[config.mk]
export PLATFORM = sky130hd
export DESIGN_NAME = rtc_ctrl_regs
export DESIGN_NICKNAME = d
export VERILOG_FILES = /design/src/rtl/rtc_regs_pkg.sv /design/src/rtl/rtc_regs_wlock.sv /design/src/rtl/rtc_regs_upd_seq.sv /design/src/rtl/rtc_regs_flags.sv /design/src/rtl/rtc_ctrl_regs.sv
export SDC_FILE = /design/constraint.sdc
export NUM_CORES = 1
export LEC_CHECK = 0
export CORE_AREA = 2 2 77 86
export CTS_BUF_LIST = sky130_fd_sc_hd__clkbuf_4 sky130_fd_sc_hd__clkbuf_8 sky130_fd_sc_hd__clkbuf_16
export CTS_CLUSTER_SIZE = 24
export DETAILED_ROUTE_END_ITERATION = 10
export DIE_AREA = 0 0 79 88
export PLACE_DENSITY = 0.67
export SYNTH_ARGS = -nofsm -noshare
export SYNTH_HDL_FRONTEND = slang
export SYNTH_SLANG_ARGS = --single-unit
[constraint.sdc]
create_clock -name clk -period 2.5 [get_ports clk]
set_input_delay 0.5 -clock clk [delete_from_list [all_inputs] [get_ports clk]]
set_output_delay 0.5 -clock clk [all_outputs]
set_load 0.05 [all_outputs]
[src/rtl/rtc_regs_pkg.sv]
package rtc_regs_pkg;
  localparam logic [7:0] ADDR_MODE = 8'h0A;
  localparam logic [7:0] ADDR_ENAB = 8'h0B;
  localparam logic [7:0] ADDR_FLAG = 8'h0C;
  localparam logic [7:0] ADDR_BATT = 8'h0D;

  localparam logic [2:0] OSC_RUN = 3'b010;

  // Tap index per rate code: codes 1 and 2 alias mid-range taps,
  // codes 3..15 step one halving each.
  function automatic logic [63:0] default_rate_lut();
    logic [63:0] t;
    logic [3:0]  v;
    t = '0;
    for (int i = 1; i < 16; i++) begin
      if (i == 1)      v = 4'd7;
      else if (i == 2) v = 4'd8;
      else             v = 4'(i - 1);
      t[i*4 +: 4] = v;
    end
    return t;
  endfunction
endpackage

[src/rtl/rtc_regs_wlock.sv]
module rtc_regs_wlock #(
  parameter int RECOV_TICKS = 6554
) (
  input  logic clk,
  input  logic rst_n,
  input  logic tick,
  input  logic pwr_fail,
  output logic locked
);
  localparam int RW = $clog2(RECOV_TICKS + 1);

  logic [RW-1:0] recov_cnt;

  always_ff @(posedge clk or negedge rst_n) begin
    if (!rst_n)                          recov_cnt <= '0;
    else if (pwr_fail)                   recov_cnt <= RW'(RECOV_TICKS);
    else if (tick && recov_cnt != '0)    recov_cnt <= recov_cnt - RW'(1);
  end

  assign locked = pwr_fail | (recov_cnt != '0);
endmodule

[src/rtl/rtc_regs_upd_seq.sv]
module rtc_regs_upd_seq
  import rtc_regs_pkg::*;
#(
  parameter int TICKS_PER_SEC   = 32768,
  parameter int START_DLY_TICKS = 16384,
  parameter int UIP_LEAD_TICKS  = 8
) (
  input  logic       clk,
  input  logic       rst_n,
  input  logic       tick,
  input  logic [2:0] osc_mode,
  input  logic       start,
  output logic       osc_on,
  output logic       div_en,
  output logic       upd_strobe,
  output logic       uip_raw
);
  localparam int            CW     = $clog2(TICKS_PER_SEC);
  localparam logic [CW-1:0] LAST   = CW'(TICKS_PER_SEC - 1);
  localparam logic [CW-1:0] LOAD   = CW'(TICKS_PER_SEC - START_DLY_TICKS);
  localparam logic [CW-1:0] UIP_AT = CW'(TICKS_PER_SEC - UIP_LEAD_TICKS);

  logic [CW-1:0] sec_pos;
  logic [CW-1:0] nxt_pos;

  assign div_en  = (osc_mode == OSC_RUN);
  assign osc_on  = div_en | (osc_mode[2:1] == 2'b11);
  assign nxt_pos = sec_pos + CW'(1);

  always_ff @(posedge clk or negedge rst_n) begin
    if (!rst_n) begin
      sec_pos    <= '0;
      upd_strobe <= 1'b0;
      uip_raw    <= 1'b0;
    end else begin
      upd_strobe <= 1'b0;
      if (start) begin
        sec_pos <= LOAD;
        uip_raw <= 1'b0;
      end else if (!div_en) begin
        uip_raw <= 1'b0;
      end else if (tick) begin
        if (sec_pos == LAST) begin
          sec_pos    <= '0;
          upd_strobe <= 1'b1;
          uip_raw    <= 1'b0;
        end else begin
          sec_pos <= nxt_pos;
          if (nxt_pos == UIP_AT) uip_raw <= 1'b1;
        end
      end
    end
  end
endmodule

[src/rtl/rtc_regs_flags.sv]
module rtc_regs_flags (
  input  logic       clk,
  input  logic       rst_n,
  input  logic       per_evt,
  input  logic       alarm_evt,
  input  logic       upd_evt,
  input  logic       clr,
  input  logic [2:0] enab,    // {periodic, alarm, update}
  output logic [3:0] flags    // {request, periodic, alarm, update}
);
  logic pf_q, af_q, uf_q;

  always_ff @(posedge clk or negedge rst_n) begin
    if (!rst_n) begin
      pf_q <= 1'b0;
      af_q <= 1'b0;
      uf_q <= 1'b0;
    end else begin
      pf_q <= per_evt   | (pf_q & ~clr);
      af_q <= alarm_evt | (af_q & ~clr);
      uf_q <= upd_evt   | (uf_q & ~clr);
    end
  end

  assign flags = {|({pf_q, af_q, uf_q} & enab), pf_q, af_q, uf_q};
endmodule

[src/rtl/rtc_ctrl_regs.sv]
module rtc_ctrl_regs
  import rtc_regs_pkg::*;
#(
  parameter int          TICKS_PER_SEC   = 32768,
  parameter int          START_DLY_TICKS = TICKS_PER_SEC / 2,
  parameter int          UIP_LEAD_TICKS  = 8,
  parameter int          RECOV_TICKS     = 6554,
  parameter logic [63:0] RATE_LUT        = rtc_regs_pkg::default_rate_lut()
) (
  input  logic       clk,
  input  logic       rst_n,
  input  logic       tick,
  input  logic       pwr_fail,
  input  logic       batt_ok,
  input  logic       per_evt,
  input  logic       alarm_evt,
  input  logic [7:0] addr,
  input  logic       wr_en,
  input  logic [7:0] wr_data,
  input  logic       rd_en,
  output logic [7:0] rd_data,
  output logic       osc_on,
  output logic       div_en,
  output logic       upd_strobe,
  output logic       irq,
  output logic       sqw_en,
  output logic       per_en,
  output logic [3:0] rate_tap
);
  logic [6:0] mode_q;     // osc[6:4], rate[3:0]; kept through reset
  logic [3:0] keep_q;     // enables bits 7, 2, 1, 0; kept through reset
  logic [3:0] enab_q;     // enables bits 6..3; cleared by reset
  logic [7:0] enab_reg;
  logic [3:0] flag_q;
  logic       locked, wr_ok, wr_mode, start, uip_raw, uip_vis, flag_clr;

  assign wr_ok   = wr_en & ~locked;
  assign wr_mode = wr_ok & (addr == ADDR_MODE);
  assign start   = wr_mode & (wr_data[6:4] == OSC_RUN) & (mode_q[6:4] != OSC_RUN);
  assign enab_reg = {keep_q[3], enab_q, keep_q[2:0]};
  assign flag_clr = rd_en & (addr == ADDR_FLAG);

  always_ff @(posedge clk) begin
    if (wr_mode) mode_q <= wr_data[6:0];
    if (wr_ok && addr == ADDR_ENAB) keep_q <= {wr_data[7], wr_data[2:0]};
  end

  always_ff @(posedge clk or negedge rst_n) begin
    if (!rst_n)                          enab_q <= '0;
    else if (wr_ok && addr == ADDR_ENAB) enab_q <= wr_data[6:3];
  end

  rtc_regs_wlock #(.RECOV_TICKS(RECOV_TICKS)) u_wlock (
    .clk(clk), .rst_n(rst_n), .tick(tick), .pwr_fail(pwr_fail), .locked(locked)
  );

  rtc_regs_upd_seq #(
    .TICKS_PER_SEC(TICKS_PER_SEC), .START_DLY_TICKS(START_DLY_TICKS),
    .UIP_LEAD_TICKS(UIP_LEAD_TICKS)
  ) u_seq (
    .clk(clk), .rst_n(rst_n), .tick(tick), .osc_mode(mode_q[6:4]), .start(start),
    .osc_on(osc_on), .div_en(div_en), .upd_strobe(upd_strobe), .uip_raw(uip_raw)
  );

  rtc_regs_flags u_flags (
    .clk(clk), .rst_n(rst_n), .per_evt(per_evt), .alarm_evt(alarm_evt),
    .upd_evt(upd_strobe), .clr(flag_clr), .enab(enab_q[3:1]), .flags(flag_q)
  );

  assign uip_vis  = uip_raw & ~keep_q[3];
  assign irq      = flag_q[3];
  assign sqw_en   = enab_q[0];
  assign per_en   = (mode_q[3:0] != 4'd0);
  assign rate_tap = RATE_LUT[{mode_q[3:0], 2'b00} +: 4];

  always_comb begin
    case (addr)
      ADDR_MODE: rd_data = {uip_vis, mode_q};
      ADDR_ENAB: rd_data = enab_reg;
      ADDR_FLAG: rd_data = {flag_q, 4'h0};
      ADDR_BATT: rd_data = {batt_ok, 7'h00};
      default:   rd_data = 8'h00;
    endcase
  end
endmodule

==> impl_metrics.tcl <==
set metrics [dict create \
    dp_hpwl_mm 4.59 \
    die_height_um 88 \
    syn_to_final_growth_pct 33.2 \
    clk_pin_slew_ps 90 \
    grt_max_degree 38 \
    avgSynthCellArea_um2 9.48 \
    synth-main-ff-cell "dfrtp_1" \
    cp.required_ps 2000 \
    met2_usage_pct 33.4 \
    drc_errors 0 \
    worst_path_max_delay_cell "clkdlybuf4s50_1" \
    start_kind "primary input" \
    grt_pass1_wl_mm 10.3 \
    maxCapViolCount 0 \
    rows 30 \
    grtUsageMet3_pct 2.89 \
    ir_worst_vdd_v 0.000177 \
    synth-seq-cells 48 \
    portBuffers 42 \
    cts_tree "yes" \
    p_leak_nw 1.49 \
    end_kind "primary output" \
    finalInstanceArea_um2 3560 \
    grt_pass1_vias 2289 \
    critical_path_class "primary input to primary output" \
    status "complete, no violations" \
    globalplace.congestion 0.856 \
    hp-class "primary input to async pin" \
    coreArea_um2 6080 \
    antenna_found_initial 0 \
    power_per_cell_area_nw_per_um2 422 \
    final_nets 372 \
    start_util_pct 44.0 \
    cts_buffers 5 \
    top_usage_layer "met2" \
    cp_slowest_stage_delay_ps 460 \
    place_area_um2 3370 \
    final_common_cell "dfrtp_1" \
    clk_latency_ps 300 \
    dp.cells 411 \
    ys_warn_count 0 \
    drv_slew 0 \
    numClockSinks 48 \
    tightest_slew_ps 813 \
    layout_common_cells "37 x dfrtp_1, 31 x nor2_1, 25 x buf_4" \
    synth_fp_nets 314 \
    pin_count 43 \
    final_layout_size_suffix_gt1_share_pct 19.4 \
    cts_buffer_depth 2 \
    drt-vias-per-instance 5.60 \
    relSlewSlack_pct 45.8 \
    yosysSeqAreaShare_pct 47.0 \
    fmax_mhz 410 \
    die-area_um2 6950 \
    period_needed_ps 2440 \
    reg2reg_depth 5 \
    instances_no_fill 421 \
    async_flop_share_pct 77.1 \
    path_max_fanout 4 \
    synthCells 282 \
    synth-edff-count 11 \
    dr.pass1.iters 5 \
    met1_usage_pct 23.0 \
    dieWidth_um 79 \
    routedWlPerCell_um 14.7 \
    crit_chain "clkdlybuf4s50_1 -> nand2_2 -> buf_6 -> nor3_2 -> buf_4 -> a222oi_1 -> inv_1 -> buf_12" \
    skew_ps 5.07 \
    routed_wl_mm 6.21 \
    fillers 534 \
    fin_crit_sh_pct 97.6 \
    seq_area_um2 1260 \
    num_vias 2358 \
    grt-ovfl-total 0 \
    drt_iter0_markers 110 \
    htreeDepth 2 \
    diodes 0 \
    multi_input_area_um2 1380 \
    hold_violations 0 \
    ant_nets 0 \
    gr-usage-all-layers_pct 18.7 \
    cp.arrival_ps 1940 \
    setup_viol 0 \
    syn_area_um2 2670 \
    synth_cell_type_count 51 \
    cts_root_buffer "clkbuf_8" \
]
==> registers in the layout (all words and copies together), names as in the netlist <==
name	cells
keep_q	4
u_seq.uip_raw	1
u_flags.uf_q	1
u_flags.af_q	1
u_wlock.recov_cnt	13
mode_q	7
enab_q	4
u_seq.upd_strobe	1
u_seq.sec_pos	15
u_flags.pf_q	1
==> path summary, 6_finish.rpt <==
kind,from,to,slack [ps]
min,rst_n,u_seq.sec_pos[3],280
max,addr[3],rd_data[5],60
min in group clk,u_seq.upd_strobe,u_flags.uf_q,460
max reg2reg,u_wlock.recov_cnt[4],u_seq.sec_pos[13],320
max in group asynchronous,rst_n,u_wlock.recov_cnt[11],1700
min reg2reg,u_seq.upd_strobe,u_flags.uf_q,460
==> Yosys cell counts, types with 2 or more instances <==
library cell / count / area share (%)
a21boi_0: 2 / 0.56
a21o_1: 4 / 1.1
a21oi_1: 13 / 2.4
a222oi_1: 4 / 1.5
a22o_1: 2 / 0.66
a22oi_1: 2 / 0.56
a311oi_1: 3 / 0.98
a31oi_1: 10 / 2.3
and2_1: 3 / 0.70
and3_1: 4 / 0.94
and4_1: 3 / 0.98
and4b_1: 2 / 0.75
buf_2: 2 / 0.37
clkbuf_1: 10 / 1.4
dfrtp_1: 37 / 35
edfxtp_1: 11 / 12
ha_1: 7 / 3.3
inv_1: 15 / 2.1
mux2_2: 5 / 2.1
nand2_1: 24 / 3.4
nand2b_1: 5 / 1.2
nand3_1: 10 / 1.9
nand3b_1: 2 / 0.56
nand4_1: 6 / 1.4
nand4b_1: 2 / 0.66
nor2_1: 32 / 4.5
nor2b_1: 2 / 0.47
nor3_1: 7 / 1.3
nor3b_1: 2 / 0.56
nor4_1: 5 / 1.2
o21ai_0: 11 / 2.1
o31ai_1: 2 / 0.56
or3_1: 5 / 1.2
xnor2_1: 5 / 1.6
xor2_1: 7 / 2.3
==> timing repair <==
action,CTS,global route
cloned,0,0
resized for setup,11,17
buffers inserted,3,0
endpoints found under the setup margin,8,18
pin swaps,6,8
hold buffers,0,0
==> through the flow <==
stage / util [%] / setup slack [ps] / power [mW] / hold WS (ps) / TNS [ps]
finish: 58.6 / 60.2 / 1.50 / 280 / 0
global route: 58.6 / -12.0 / 1.57 / 349 / -24.0
CTS: 57.9 / -3.97 / 1.51 / 314 / -3.97
detailed placement: 55.4 / -249 / 0.953 / 447 / -3550
global placement: 55.4 / -192 / 0.950 / 440 / -2190
floorplan: - / -310 / 0.883 / 204 / -1000
==> cell type report <==
type	instances	share of cell area [%]
Tap cell	80	2.81
Clock inverter	2	0.984
Sequential cell	48	35.3
Inverter	15	1.58
Multi-Input combinational cell	207	38.8
Clock buffer	6	2.14
Timing Repair Buffer	63	18.4
==> kinds of logic after synthesis <==
group / after synthesis / share of synthesized area [%]
compound gates: 59 / 14.6
mux: 6 / 2.48
xor+xnor: 12 / 3.93
fa+ha+maj: 7 / 3.28
simple gates: 123 / 24.8
buf+inv: 27 / 3.89
flops: 48 / 47.0
==> critical path, delay by kind of cell <==
| family | cells | cell delay (ps) |
|---|---|---|
| buffers and inverters | 5 | 1040 |
| AND/OR/NAND/NOR | 2 | 170 |
| AO/OA/AOI/OAI | 1 | 230 |
==> layer usage <==
metal,share of wire [%],up-vias
met5,0,-
met1,43,1133
met2,52,69
met3,4.2,9
met4,1.7,0
li1,-,1147
==> power breakdown <==
group,switching (mW),internal (mW),leakage (nW)
Combinational,0.0564,0.0592,0.871
Sequential,0.0136,0.811,0.565
Clock,0.255,0.308,0.0586
(Power assumes the default switching activity.)
